<file path="src/rtl/dbt_pkg.sv">
`timescale 1ns/1ps
package dbt_pkg;
   typedef enum logic [1:0] {
      MODE_STOP = 2'd0,
      MODE_UP   = 2'd1,
      MODE_CONT = 2'd2,
      MODE_UPDN = 2'd3
   } mode_t;

   typedef enum logic [1:0] {
      LD_WRITE = 2'd0,
      LD_ZERO  = 2'd1,
      LD_EVENT = 2'd2,
      LD_MATCH = 2'd3
   } load_t;

   localparam int CTRL_LEN_LSB = 2;
   localparam int CTRL_FLAG_BIT = 4;
   localparam int CH_FLAG_BIT = 2;
endpackage

</file>
<file path="src/rtl/dbt_counter.sv">
`timescale 1ns/1ps
module dbt_counter
   import dbt_pkg::*;
#(
   parameter int CW = 16
) (
   input  logic          clk,
   input  logic          rst_n,
   input  logic          tick,
   input  mode_t         mode,
   input  logic [1:0]    len_sel,
   input  logic [CW-1:0] period,
   input  logic          wr_cnt,
   input  logic          wr_ctrl,
   input  logic [CW-1:0] wdata,
   output logic [CW-1:0] cnt,
   output logic          ovf
);
   logic [CW-1:0] cnt_n;
   logic [CW-1:0] top_val;
   logic          dir, dir_n, ovf_set;
   int            wid;

   always_comb begin
      case (len_sel)
         2'd0:    wid = CW;
         2'd1:    wid = 12;
         2'd2:    wid = 10;
         default: wid = 8;
      endcase
      if (wid > CW) wid = CW;
      top_val = {CW{1'b1}} >> (CW - wid);
   end

   always_comb begin
      cnt_n   = cnt;
      dir_n   = dir;
      ovf_set = 1'b0;
      if (tick) begin
         unique case (mode)
            MODE_STOP: ;
            MODE_UP: begin
               if (cnt == period) begin
                  cnt_n   = '0;
                  ovf_set = 1'b1;
               end else cnt_n = cnt + 1'b1;
            end
            MODE_CONT: begin
               if (cnt == top_val) begin
                  cnt_n   = '0;
                  ovf_set = 1'b1;
               end else cnt_n = (cnt + 1'b1) & top_val;
            end
            MODE_UPDN: begin
               if (cnt == '0) dir_n = 1'b0;
               else if (cnt >= period) dir_n = 1'b1;
               if (dir_n) begin
                  cnt_n   = cnt - 1'b1;
                  ovf_set = (cnt == CW'(1));
               end else cnt_n = cnt + 1'b1;
            end
         endcase
      end
      if (wr_cnt) cnt_n = wdata;
   end

   always_ff @(posedge clk) begin
      if (!rst_n) begin
         cnt <= '0;
         dir <= 1'b0;
         ovf <= 1'b0;
      end else begin
         cnt <= cnt_n;
         dir <= dir_n;
         ovf <= (ovf & ~(wr_ctrl & ~wdata[CTRL_FLAG_BIT])) | ovf_set;
      end
   end

   assert_stop_hold_R11: assert property (@(posedge clk) disable iff (!rst_n)
      ((!tick || mode == MODE_STOP) && !wr_cnt) |=> $stable(cnt));
   assert_up_wrap_R7: assert property (@(posedge clk) disable iff (!rst_n)
      (tick && mode == MODE_UP && cnt == period && !wr_cnt) |=> (cnt == '0 && ovf));
   assert_cont_wrap_R9: assert property (@(posedge clk) disable iff (!rst_n)
      (tick && mode == MODE_CONT && len_sel == 2'd3 && cnt == CW'(8'hFF) && !wr_cnt)
      |=> (cnt == '0 && ovf));
   assert_updn_turn_R8: assert property (@(posedge clk) disable iff (!rst_n)
      (tick && mode == MODE_UPDN && cnt != '0 && cnt >= period && !wr_cnt)
      |=> (cnt == $past(cnt) - 1'b1));
   assert_ovf_sticky_R10: assert property (@(posedge clk) disable iff (!rst_n)
      (ovf && !wr_ctrl) |=> ovf);
endmodule

</file>
<file path="src/rtl/dbt_channel.sv">
`timescale 1ns/1ps
module dbt_channel
   import dbt_pkg::*;
#(
   parameter int CW = 16
) (
   input  logic          clk,
   input  logic          rst_n,
   input  logic          tick,
   input  mode_t         mode,
   input  logic [CW-1:0] cnt,
   input  logic          wr_ctl,
   input  logic          wr_cmp,
   input  logic [CW-1:0] wdata,
   output load_t         pol,
   output logic [CW-1:0] cmp_reg,
   output logic [CW-1:0] latch,
   output logic          flag
);
   logic at_zero, match, running, ev_load, ld;

   assign at_zero = (cnt == '0);
   assign match   = (cnt == latch);
   assign running = (mode != MODE_STOP);

   always_comb begin
      unique case (pol)
         LD_WRITE: ev_load = 1'b0;
         LD_ZERO:  ev_load = at_zero;
         LD_EVENT: ev_load = (at_zero && running) || (mode == MODE_UPDN && match);
         LD_MATCH: ev_load = match;
      endcase
      ld = tick && ev_load;
   end

   always_ff @(posedge clk) begin
      if (!rst_n) begin
         pol     <= LD_WRITE;
         cmp_reg <= '0;
         latch   <= '0;
         flag    <= 1'b0;
      end else begin
         if (wr_ctl) pol <= load_t'(wdata[1:0]);
         if (wr_cmp) cmp_reg <= wdata;
         if (wr_cmp && pol == LD_WRITE) latch <= wdata;
         else if (ld) latch <= cmp_reg;
         flag <= (flag & ~(wr_ctl & ~wdata[CH_FLAG_BIT])) | (tick & match);
      end
   end

   assert_write_load_R2: assert property (@(posedge clk) disable iff (!rst_n)
      (wr_cmp && pol == LD_WRITE) |=> (latch == $past(wdata)));
   assert_zero_load_R3: assert property (@(posedge clk) disable iff (!rst_n)
      (tick && cnt == '0 && pol == LD_ZERO && !wr_cmp) |=> (latch == $past(cmp_reg)));
   assert_match_load_R5: assert property (@(posedge clk) disable iff (!rst_n)
      (tick && cnt == latch && pol == LD_MATCH && !wr_cmp) |=> (latch == $past(cmp_reg)));
   assert_latch_idle_R4: assert property (@(posedge clk) disable iff (!rst_n)
      (!tick && !wr_cmp) |=> $stable(latch));
   assert_match_flag_R6: assert property (@(posedge clk) disable iff (!rst_n)
      (tick && cnt == latch) |=> flag);
   assert_flag_sticky_R10: assert property (@(posedge clk) disable iff (!rst_n)
      (flag && !wr_ctl) |=> flag);
endmodule

</file>
<file path="src/rtl/dbt_timer.sv">
`timescale 1ns/1ps
module dbt_timer
   import dbt_pkg::*;
#(
   parameter int NCH = 7,
   parameter int CW  = 16,
   parameter int AW  = 4
) (
   input  logic           clk,
   input  logic           rst_n,
   input  logic           tick,
   input  logic           wr_en,
   input  logic [AW-1:0]  addr,
   input  logic [CW-1:0]  wdata,
   output logic [CW-1:0]  rdata,
   output logic [NCH-1:0] cmp_flag,
   output logic           ovf_flag
);
   localparam int NREG = 2 * NCH + 2;

   if (NCH < 1 || NCH > 7) begin : g_bad_nch
      $error("dbt_timer: NCH must be 1..7");
   end
   if (CW < 8 || CW > 32) begin : g_bad_cw
      $error("dbt_timer: CW must be 8..32");
   end
   if ((1 << AW) < NREG) begin : g_bad_aw
      $error("dbt_timer: AW too narrow for the register map");
   end

   mode_t         mode;
   logic [1:0]    len_sel;
   logic [CW-1:0] cnt;
   logic          wr_ctrl, wr_cnt;
   logic [CW-1:0] ch_cmp   [NCH];
   logic [CW-1:0] ch_latch [NCH];
   load_t         ch_pol   [NCH];

   assign wr_ctrl = wr_en && (addr == AW'(0));
   assign wr_cnt  = wr_en && (addr == AW'(1));

   always_ff @(posedge clk) begin
      if (!rst_n) begin
         mode    <= MODE_STOP;
         len_sel <= 2'd0;
      end else if (wr_ctrl) begin
         mode    <= mode_t'(wdata[1:0]);
         len_sel <= wdata[CTRL_LEN_LSB +: 2];
      end
   end

   dbt_counter #(.CW(CW)) u_cnt (
      .clk     (clk),
      .rst_n   (rst_n),
      .tick    (tick),
      .mode    (mode),
      .len_sel (len_sel),
      .period  (ch_latch[0]),
      .wr_cnt  (wr_cnt),
      .wr_ctrl (wr_ctrl),
      .wdata   (wdata),
      .cnt     (cnt),
      .ovf     (ovf_flag)
   );

   for (genvar i = 0; i < NCH; i++) begin : g_ch
      logic wr_ctl_i, wr_cmp_i;
      assign wr_ctl_i = wr_en && (addr == AW'(2 * i + 2));
      assign wr_cmp_i = wr_en && (addr == AW'(2 * i + 3));
      dbt_channel #(.CW(CW)) u_ch (
         .clk     (clk),
         .rst_n   (rst_n),
         .tick    (tick),
         .mode    (mode),
         .cnt     (cnt),
         .wr_ctl  (wr_ctl_i),
         .wr_cmp  (wr_cmp_i),
         .wdata   (wdata),
         .pol     (ch_pol[i]),
         .cmp_reg (ch_cmp[i]),
         .latch   (ch_latch[i]),
         .flag    (cmp_flag[i])
      );
   end

   always_comb begin
      rdata = '0;
      if (addr == AW'(0)) begin
         rdata[1:0]                 = mode;
         rdata[CTRL_LEN_LSB +: 2]   = len_sel;
         rdata[CTRL_FLAG_BIT]       = ovf_flag;
      end else if (addr == AW'(1)) begin
         rdata = cnt;
      end
      for (int i = 0; i < NCH; i++) begin
         if (addr == AW'(2 * i + 2)) begin
            rdata[1:0]         = ch_pol[i];
            rdata[CH_FLAG_BIT] = cmp_flag[i];
         end else if (addr == AW'(2 * i + 3)) begin
            rdata = ch_cmp[i];
         end
      end
   end

   assert_flag_set_R6: assert property (@(posedge clk) disable iff (!rst_n)
      (tick && cnt == ch_latch[0]) |=> cmp_flag[0]);
   assert_period_R7: assert property (@(posedge clk) disable iff (!rst_n)
      (tick && mode == MODE_UP && cnt == ch_latch[0] && !wr_en) |=> (cnt == '0));
endmodule

</file>
<file path="config.mk">
export PLATFORM = sky130hd
export DESIGN_NAME = dbt_timer
export DESIGN_NICKNAME = d
export VERILOG_FILES = /design/src/rtl/dbt_pkg.sv /design/src/rtl/dbt_counter.sv /design/src/rtl/dbt_channel.sv /design/src/rtl/dbt_timer.sv
export SDC_FILE = /design/constraint.sdc
export NUM_CORES = 1
export LEC_CHECK = 0
export ABC_AREA = 0
export BUFFER_PORTS_ARGS = -buffer_cell sky130_fd_sc_hd__buf_2
export CORE_ASPECT_RATIO = 1.75
export CORE_MARGIN = 2
export CORE_UTILIZATION = 44
export CTS_CLUSTER_DIAMETER = 120
export DETAILED_ROUTE_END_ITERATION = 10
export HOLD_SLACK_MARGIN = 0.06
export MAX_ROUTING_LAYER = met4
export PLACE_DENSITY = 0.72
export SYNTH_ARGS = -nofsm -noshare
export SYNTH_HDL_FRONTEND = slang
export SYNTH_HIERARCHICAL = 1
export SYNTH_SLANG_ARGS = --single-unit
</file>
<file path="constraint.sdc">
create_clock -name clk -period 4.05 [get_ports clk]
set_clock_uncertainty 0.1 [all_clocks]
set_input_delay 0.6075 -clock clk [delete_from_list [all_inputs] [get_ports clk]]
set_output_delay 0.6075 -clock clk [all_outputs]
set_load 0.01 [all_outputs]
</file>
==> results.yml, run 1 <==
status:
  status: "finished clean"
logic_synthesis:
  yosys.area_share.xor_xnor: 0.06104
  postSynthNetCount: 1893
  synth_area_leaders: "dfxtp_1, mux2i_1, o221a_1, xor2_1, nor2b_1"
  synth_edf_count: 0
  syn_inst: 1850
  synth.largest_area_cell: "dfxtp_1"
  ys_seq_area_frac: 0.3130
  yosysWarnings: 6
  synthFlopType: "dfxtp_1"
  synthMuxAreaShare: 0.09599
  avgSynthCellArea_um2: 9.230
  synth_compound_area_frac: 0.2505
  synth_common_cells: "dfxtp_1, mux2i_1, nor2b_1, nand2_1, xor2_1"
  synth.most_common_cell: "dfxtp_1"
  synth_top_family_by_area: "compound AO/OA/AOI/OAI gates"
  synth_top_area_frac: 0.3130
  synth-seq-cells: 267
  synthSimpleGateAreaFrac: 0.2025
  synthArstFlopShare: 0
  syn_area_mm2: 0.01708
  synth-adder-area-share: 0.01392
  synth_cell_type_count: 93
critical_path:
  endpoint_kind: "primary output"
  r2r_start: "g_ch[0].u_ch/latch[9]$_SDFFE_PN0P_"
  critPathLaunch: "mode[0]$_SDFFE_PN0P_"
  ff2ff_path_depth: 10
  critPathRequiredTime_ns: 3.34
  r2r_slack_ns: 0.65
  r2r_end: "u_cnt/cnt[9]$_SDFFE_PN0P_"
  path_class: "reg2out"
  cp-start-kind: "flip-flop"
  critical_path_arrival_ns: 2.75
  crit_fanout: 20
clock_network:
  cts_num_sinks: 267
  clk_pin_slew_ns: 0.07
  root_buffer: "clkbuf_16"
  post_cts_buffers: 0
  clk_latency_ns: 0.55
  cts_buffers: 25
  cts_tree: "yes"
  cts_hold_buf: 0
  h-tree-depth: 1
  clock_path_buffers: 3
  cts_resized: 0
pwr:
  power_leakage_uw: 0.006866
  powerDensity_mw_per_mm2: 344.9
  ir_drop_uv: 528.5
timing:
  setup_viol_count_final: 0
  min_period_ns: 3.458
  hold_violations: 0
  tightestPinTransition_ns: 0.9086
  final.setup.tns_ns: 0
  fin_crit_sh: 0.8538
  rsz0062_at_grt: "false"
  setup_slack_ns: 0.5922
  slew_headroom: 0.3934
  drv_slew: 0
  max_clock_freq_ghz: 0.2892
  hold_ws_ns: 0.3618
route:
  viasPerCell: 6.556
  routedWlPerCell_um: 27.44
  drt_pass1_iterations: 6
  drtIter0Drc: 1278
  routed_wl_um: 64630
  vias: 15440
  route.detailed.drc: 0
  postRouteAntennaNets: 0
place:
  gp_congestion: 0.9950
  place.port_buffers: 47
  hpwl_um: 44270
  pre_cts_slack_ns: 0.6369
grt:
  antenna_found_initial: 1
  grtUsageMet1: 0.3281
  globalRouteMet3Util: 0.03825
  met2_usage: 0.5384
  grt_pass1_vias: 15380
  grt_pass1_wl_um: 95100
  grt_overflow: 0
  grt.total_usage: 0.3179
  grt.busiest_layer: "met2"
  grt_max_degree: 134
die:
  core_area_mm2: 0.03839
  row_count: 95
  start_util: 0.4447
  die_h_um: 264.6
  pin_count: 48
  die_x_um: 152.9
  dieArea_mm2: 0.04046
min_path:
  hold_path.class: "reg2reg"
  whs_path_depth: 2
  hold_start: "g_ch[1].u_ch/latch[8]$_SDFFE_PN0P_"
  min_to: "g_ch[1].u_ch/latch[8]$_SDFFE_PN0P_"
layout:
  area.sequential_mm2: 0.005345
  final_net_count: 1894
  fill_cells: 3643
  multiInputGateArea_mm2: 0.01067
  drive_gt1_frac: 0.1300
  area_growth_syn_to_layout_pct: 7.064
  finish.utilization: 0.4762
run:
  maxCapViolCount: 0
-- where the power goes --
group,switching (µW),internal [µW]
clock network,1080,1380
logic,707,380
registers,75.2,2690
total,1860,4450
-- layout by cell type (no fill, tap or decap), drive strengths merged, types with 19 or more instances in the layout --
cell type	count
o21a	90
and2	37
o2bb2ai	36
clkbuf	38
a21oi	57
o221a	92
buf	96
inv	48
a31oi	46
nand3	21
nand2	133
dfxtp	267
o21ai	87
nor2	94
ha	19
nor4	46
nor2b	139
xor2	113
mux2i	148
-- metrics by stage --
| stage | power [µW] | instance area [µm²] | instances |
|---|---|---|---|
| floorplan | 3544 | 17080 | 1850 |
| global placement | 3859 | 17450 | 2309 |
| detailed placement | 3874 | 17450 | 2309 |
| CTS | 6301 | 18280 | 2354 |
| global route | 6489 | 18280 | 2355 |
| finish | 6305 | 18280 | 2355 |
-- critical path, cell delays in order (launching register included) --
cell       delay (ns)
dfxtp_1          0.92
mux2i_1          0.15
a2111oi_0        0.58
o2111ai_1        0.21
a21oi_1          0.18
buf_2            0.18
-- metal layers --
| metal | up-vias | routed length, µm |
|---|---|---|
| met5 | - | 0 |
| met4 | 0 | 6423 |
| met3 | 314 | 3797 |
| met2 | 794 | 31590 |
| met1 | 7470 | 22820 |
| li1 | 6861 | - |
-- cell families after synthesis --
| family | after synthesis |
|---|---|
| AO/OA/AOI/OAI | 530 |
| XOR/XNOR | 119 |
| adder cells (fa/ha/maj) | 19 |
| buffers and inverters | 171 |
| flip-flops | 267 |
| multiplexers | 158 |
| AND/OR/NAND/NOR | 586 |
-- worst max path at each step --
stage | end | depth (start not counted)
6_report | rdata[0] | 5
5_1_grt | rdata[0] | 5
4_1_cts | rdata[0] | 5
3_5_place_dp | g_ch[2].u_ch/latch[14]$_SDFFE_PN0P_ | 9
3_3_place_gp | g_ch[2].u_ch/latch[15]$_SDFFE_PN0P_ | 9
2_1_floorplan | u_cnt/cnt[8]$_SDFFE_PN0P_ | 11
-- area by class of cell --
cell class,instances,area share
multi-input cells,1412,0.5837
flip-flops and latches,267,0.2924
clock buffers,37,0.03997
repair buffers,97,0.03525
well taps,485,0.03319
inverters,48,0.009856
clock inverters,8,0.005475
diodes,1,0.0001369
(Power assumes the default switching activity.)
==> run 2: changes to the inputs <==
--- a/config.mk
+++ b/config.mk
@@ -5,8 +5,9 @@
 export SDC_FILE = /design/constraint.sdc
 export NUM_CORES = 1
 export LEC_CHECK = 0
-export ABC_AREA = 0
+export ABC_AREA = 1
 export BUFFER_PORTS_ARGS = -buffer_cell sky130_fd_sc_hd__buf_2
+export CAP_MARGIN = 15
 export CORE_ASPECT_RATIO = 1.75
 export CORE_MARGIN = 2
 export CORE_UTILIZATION = 44
==> run 2 against run 1 <==
Net effect:
- cell area grew 0.76%
- die area fell by 1.3%
- wire length grew 1.1%
- area after synthesis decreased by 1.3%
==> results.yml, run 2 <==
logic_synthesis:
  syn_inst: 2708
  synth_edf_count: 0
  syn_area_mm2: 0.01686
  synth_common_cells: "nand2_1, nor2_1, inv_1, dfxtp_1, o21ai_0"
  synthFlopType: "dfxtp_1"
  yosysWarnings: 6
  synth_top_area_frac: 0.3171
  synth_cell_type_count: 48
  synth-seq-cells: 267
  synth_area_leaders: "dfxtp_1, nand2_1, nor2_1, inv_1, o21ai_0"
  synth.largest_area_cell: "dfxtp_1"
  postSynthNetCount: 2751
  ys_seq_area_frac: 0.3171
  synthArstFlopShare: 0
  avgSynthCellArea_um2: 6.225
  synth.most_common_cell: "nand2_1"
grt:
  grt_pass1_wl_um: 97940
  globalRouteMet3Util: 0.03578
  met2_usage: 0.5616
  grtUsageMet1: 0.3353
  grt_max_degree: 53
  grt.total_usage: 0.3251
  antenna_found_initial: 0
  grt_pass1_vias: 17300
  grt.busiest_layer: "met2"
  grt_overflow: 0
timing:
  slew_headroom: 0.3053
  min_period_ns: 3.378
  rsz0062_at_grt: "false"
  setup_slack_ns: 0.6720
  drv_slew: 0
  setup_viol_count_final: 0
  fin_crit_sh: 0.8341
  final.setup.tns_ns: 0
  hold_violations: 0
  max_clock_freq_ghz: 0.2960
  tightestPinTransition_ns: 1.038
critical_path:
  cp-start-kind: "input pin"
  cp_cell_sequence: "buf_2 -> inv_1 -> nand2_1 -> nor2_1 -> a21oi_1 -> nand3_1 -> nand2_1 -> nand3_1 -> nand2_1 -> nand3_1 -> nand2_1 -> nand4_1 -> buf_2"
  r2r_start: "g_ch[0].u_ch/latch[15]$_SDFFE_PN0P_"
  cp_slowest_cell: "nor2_1"
  endpoint_kind: "primary output"
  max_stage_delay_ns: 0.83
  path_class: "in2out"
  ff2ff_path_depth: 12
  r2r_slack_ns: 1.31
  critPathLaunch: "addr[3]"
  crit_fanout: 16
  critPathRequiredTime_ns: 3.34
  r2r_end: "u_cnt/ovf$_SDFF_PN0_"
  worstSetupEndpoint: "rdata[2]"
  crit_top_cell: "nand2_1"
  critical_path_arrival_ns: 2.67
clock_network:
  clk_latency_ns: 0.55
  clock_path_buffers: 3
  clk_pin_slew_ns: 0.06
  h-tree-depth: 1
  cts_tree: "yes"
  cts_buffers: 26
  root_buffer: "clkbuf_16"
  post_cts_buffers: 0
  cts_hold_buf: 0
  cts_resized: 0
  cts_num_sinks: 267
die:
  start_util: 0.4465
  die_h_um: 262.9
  dieArea_mm2: 0.03995
  row_count: 94
  pin_count: 48
  core_area_mm2: 0.03775
  die_x_um: 152.0
layout:
  final_cell_mix: "nand2_1, nor2_1, inv_1"
  area_growth_syn_to_layout_pct: 9.271
  drive_gt1_frac: 0.09866
  final_area_mm2: 0.01842
  final_common_cell: "nand2_1"
  final_net_count: 2781
pwr:
  power_leakage_uw: 0.008551
  switching_share: 0.2865
  switchingPower_uw: 1770
  powerDensity_mw_per_mm2: 335.4
  intPower_uw: 4408
  clock_power_share: 0.407
  power_frac_seq: 0.449
  combPwrFrac: 0.145
  ir_drop_uv: 376.3
place:
  place.port_buffers: 47
  gp_congestion: 1.034
  pre_cts_slack_ns: 0.7118
  place_area_mm2: 0.01755
  hpwl_um: 46710
run:
  maxCapViolCount: 0
route:
  route.detailed.drc: 0
  drt_pass1_iterations: 7
  routedWlPerCell_um: 20.18
  postRouteAntennaNets: 0
  drtIter0Drc: 1561
  routed_wl_um: 65350
  vias: 18060
  viasPerCell: 5.576
min_path:
  hold_path.class: "reg2reg"
status:
  status: "finished clean"
==> run 2: layout make-up <==
cell class                 instances  area, µm²
clock buffer                      46      837.1
timing repair buffer              92      575.6
multi-input combinational       1988       9664
clock inverter                     1      30.03
sequential                       267       5345
antenna                            2      5.005
fill                            3919      19330
tap                              480      600.6
inverter                         363       1363
==> run 2: logic make-up (layout without fill, tap and decap cells) <==
group | after synthesis | count (layout) | synth area share
AND/OR/NAND/NOR | 1452 | 1452 | 0.3674
buffers and inverters | 453 | 502 | 0.1105
AO/OA/AOI/OAI | 429 | 429 | 0.1395
flip-flops | 267 | 267 | 0.3171
multiplexers | 63 | 63 | 0.03845
XOR/XNOR | 25 | 25 | 0.01299
adder cells (fa/ha/maj) | 19 | 19 | 0.01410
other | 0 | 2 | 0
==> run 2: worst min-delay path by stage <==
stage | from | endpoint | cells after the start
floorplan | len_sel[0]$_SDFFE_PN0P_ | len_sel[0]$_SDFFE_PN0P_ | 2
global placement | g_ch[1].u_ch/latch[15]$_SDFFE_PN0P_ | g_ch[1].u_ch/latch[15]$_SDFFE_PN0P_ | 2
detailed placement | g_ch[2].u_ch/latch[15]$_SDFFE_PN0P_ | g_ch[2].u_ch/latch[15]$_SDFFE_PN0P_ | 2
CTS | wdata[14] | g_ch[2].u_ch/cmp_reg[14]$_SDFFE_PN0P_ | 3
global route | wdata[14] | g_ch[3].u_ch/cmp_reg[14]$_SDFFE_PN0P_ | 3
finish | g_ch[2].u_ch/latch[15]$_SDFFE_PN0P_ | g_ch[2].u_ch/latch[15]$_SDFFE_PN0P_ | 2
==> run 2: critical path: cells and delay by family <==
| kind | cells | cell delay [ns] |
|---|---|---|
| and+or+nand+nor | 9 | 1.57 |
| buffers and inverters | 3 | 0.33 |
| AOI/OAI and AO/OA | 1 | 0.15 |
==> run 2: per-stage QoR <==
stage               total power (µW)  hold WS, ns    util  instances
global route                    6389       0.3892  0.4878       3237
CTS                             6194       0.3771  0.4878       3237
global placement                3687       0.3814  0.4648       3190
floorplan                       3378       0.3519       -       2708
finish                          6179       0.3976  0.4879       3239
detailed placement              3701       0.3886  0.4648       3190
==> run 2: layer usage <==
metal,up-vias,wire [µm]
li1,8636,-
met1,8306,22900
met2,824,32100
met3,294,4413
met4,0,5947
met5,-,0
==> run 2: power groups by stage <==
stage | clock [µW] | combinational (µW) | sequential [µW]
6_report | 2510 | 893 | 2770
5_1_grt | 2640 | 972 | 2780
4_1_cts | 2550 | 875 | 2770
3_5_place_dp | 0 | 871 | 2830
3_3_place_gp | 0 | 859 | 2830
2_1_floorplan | 0 | 569 | 2810
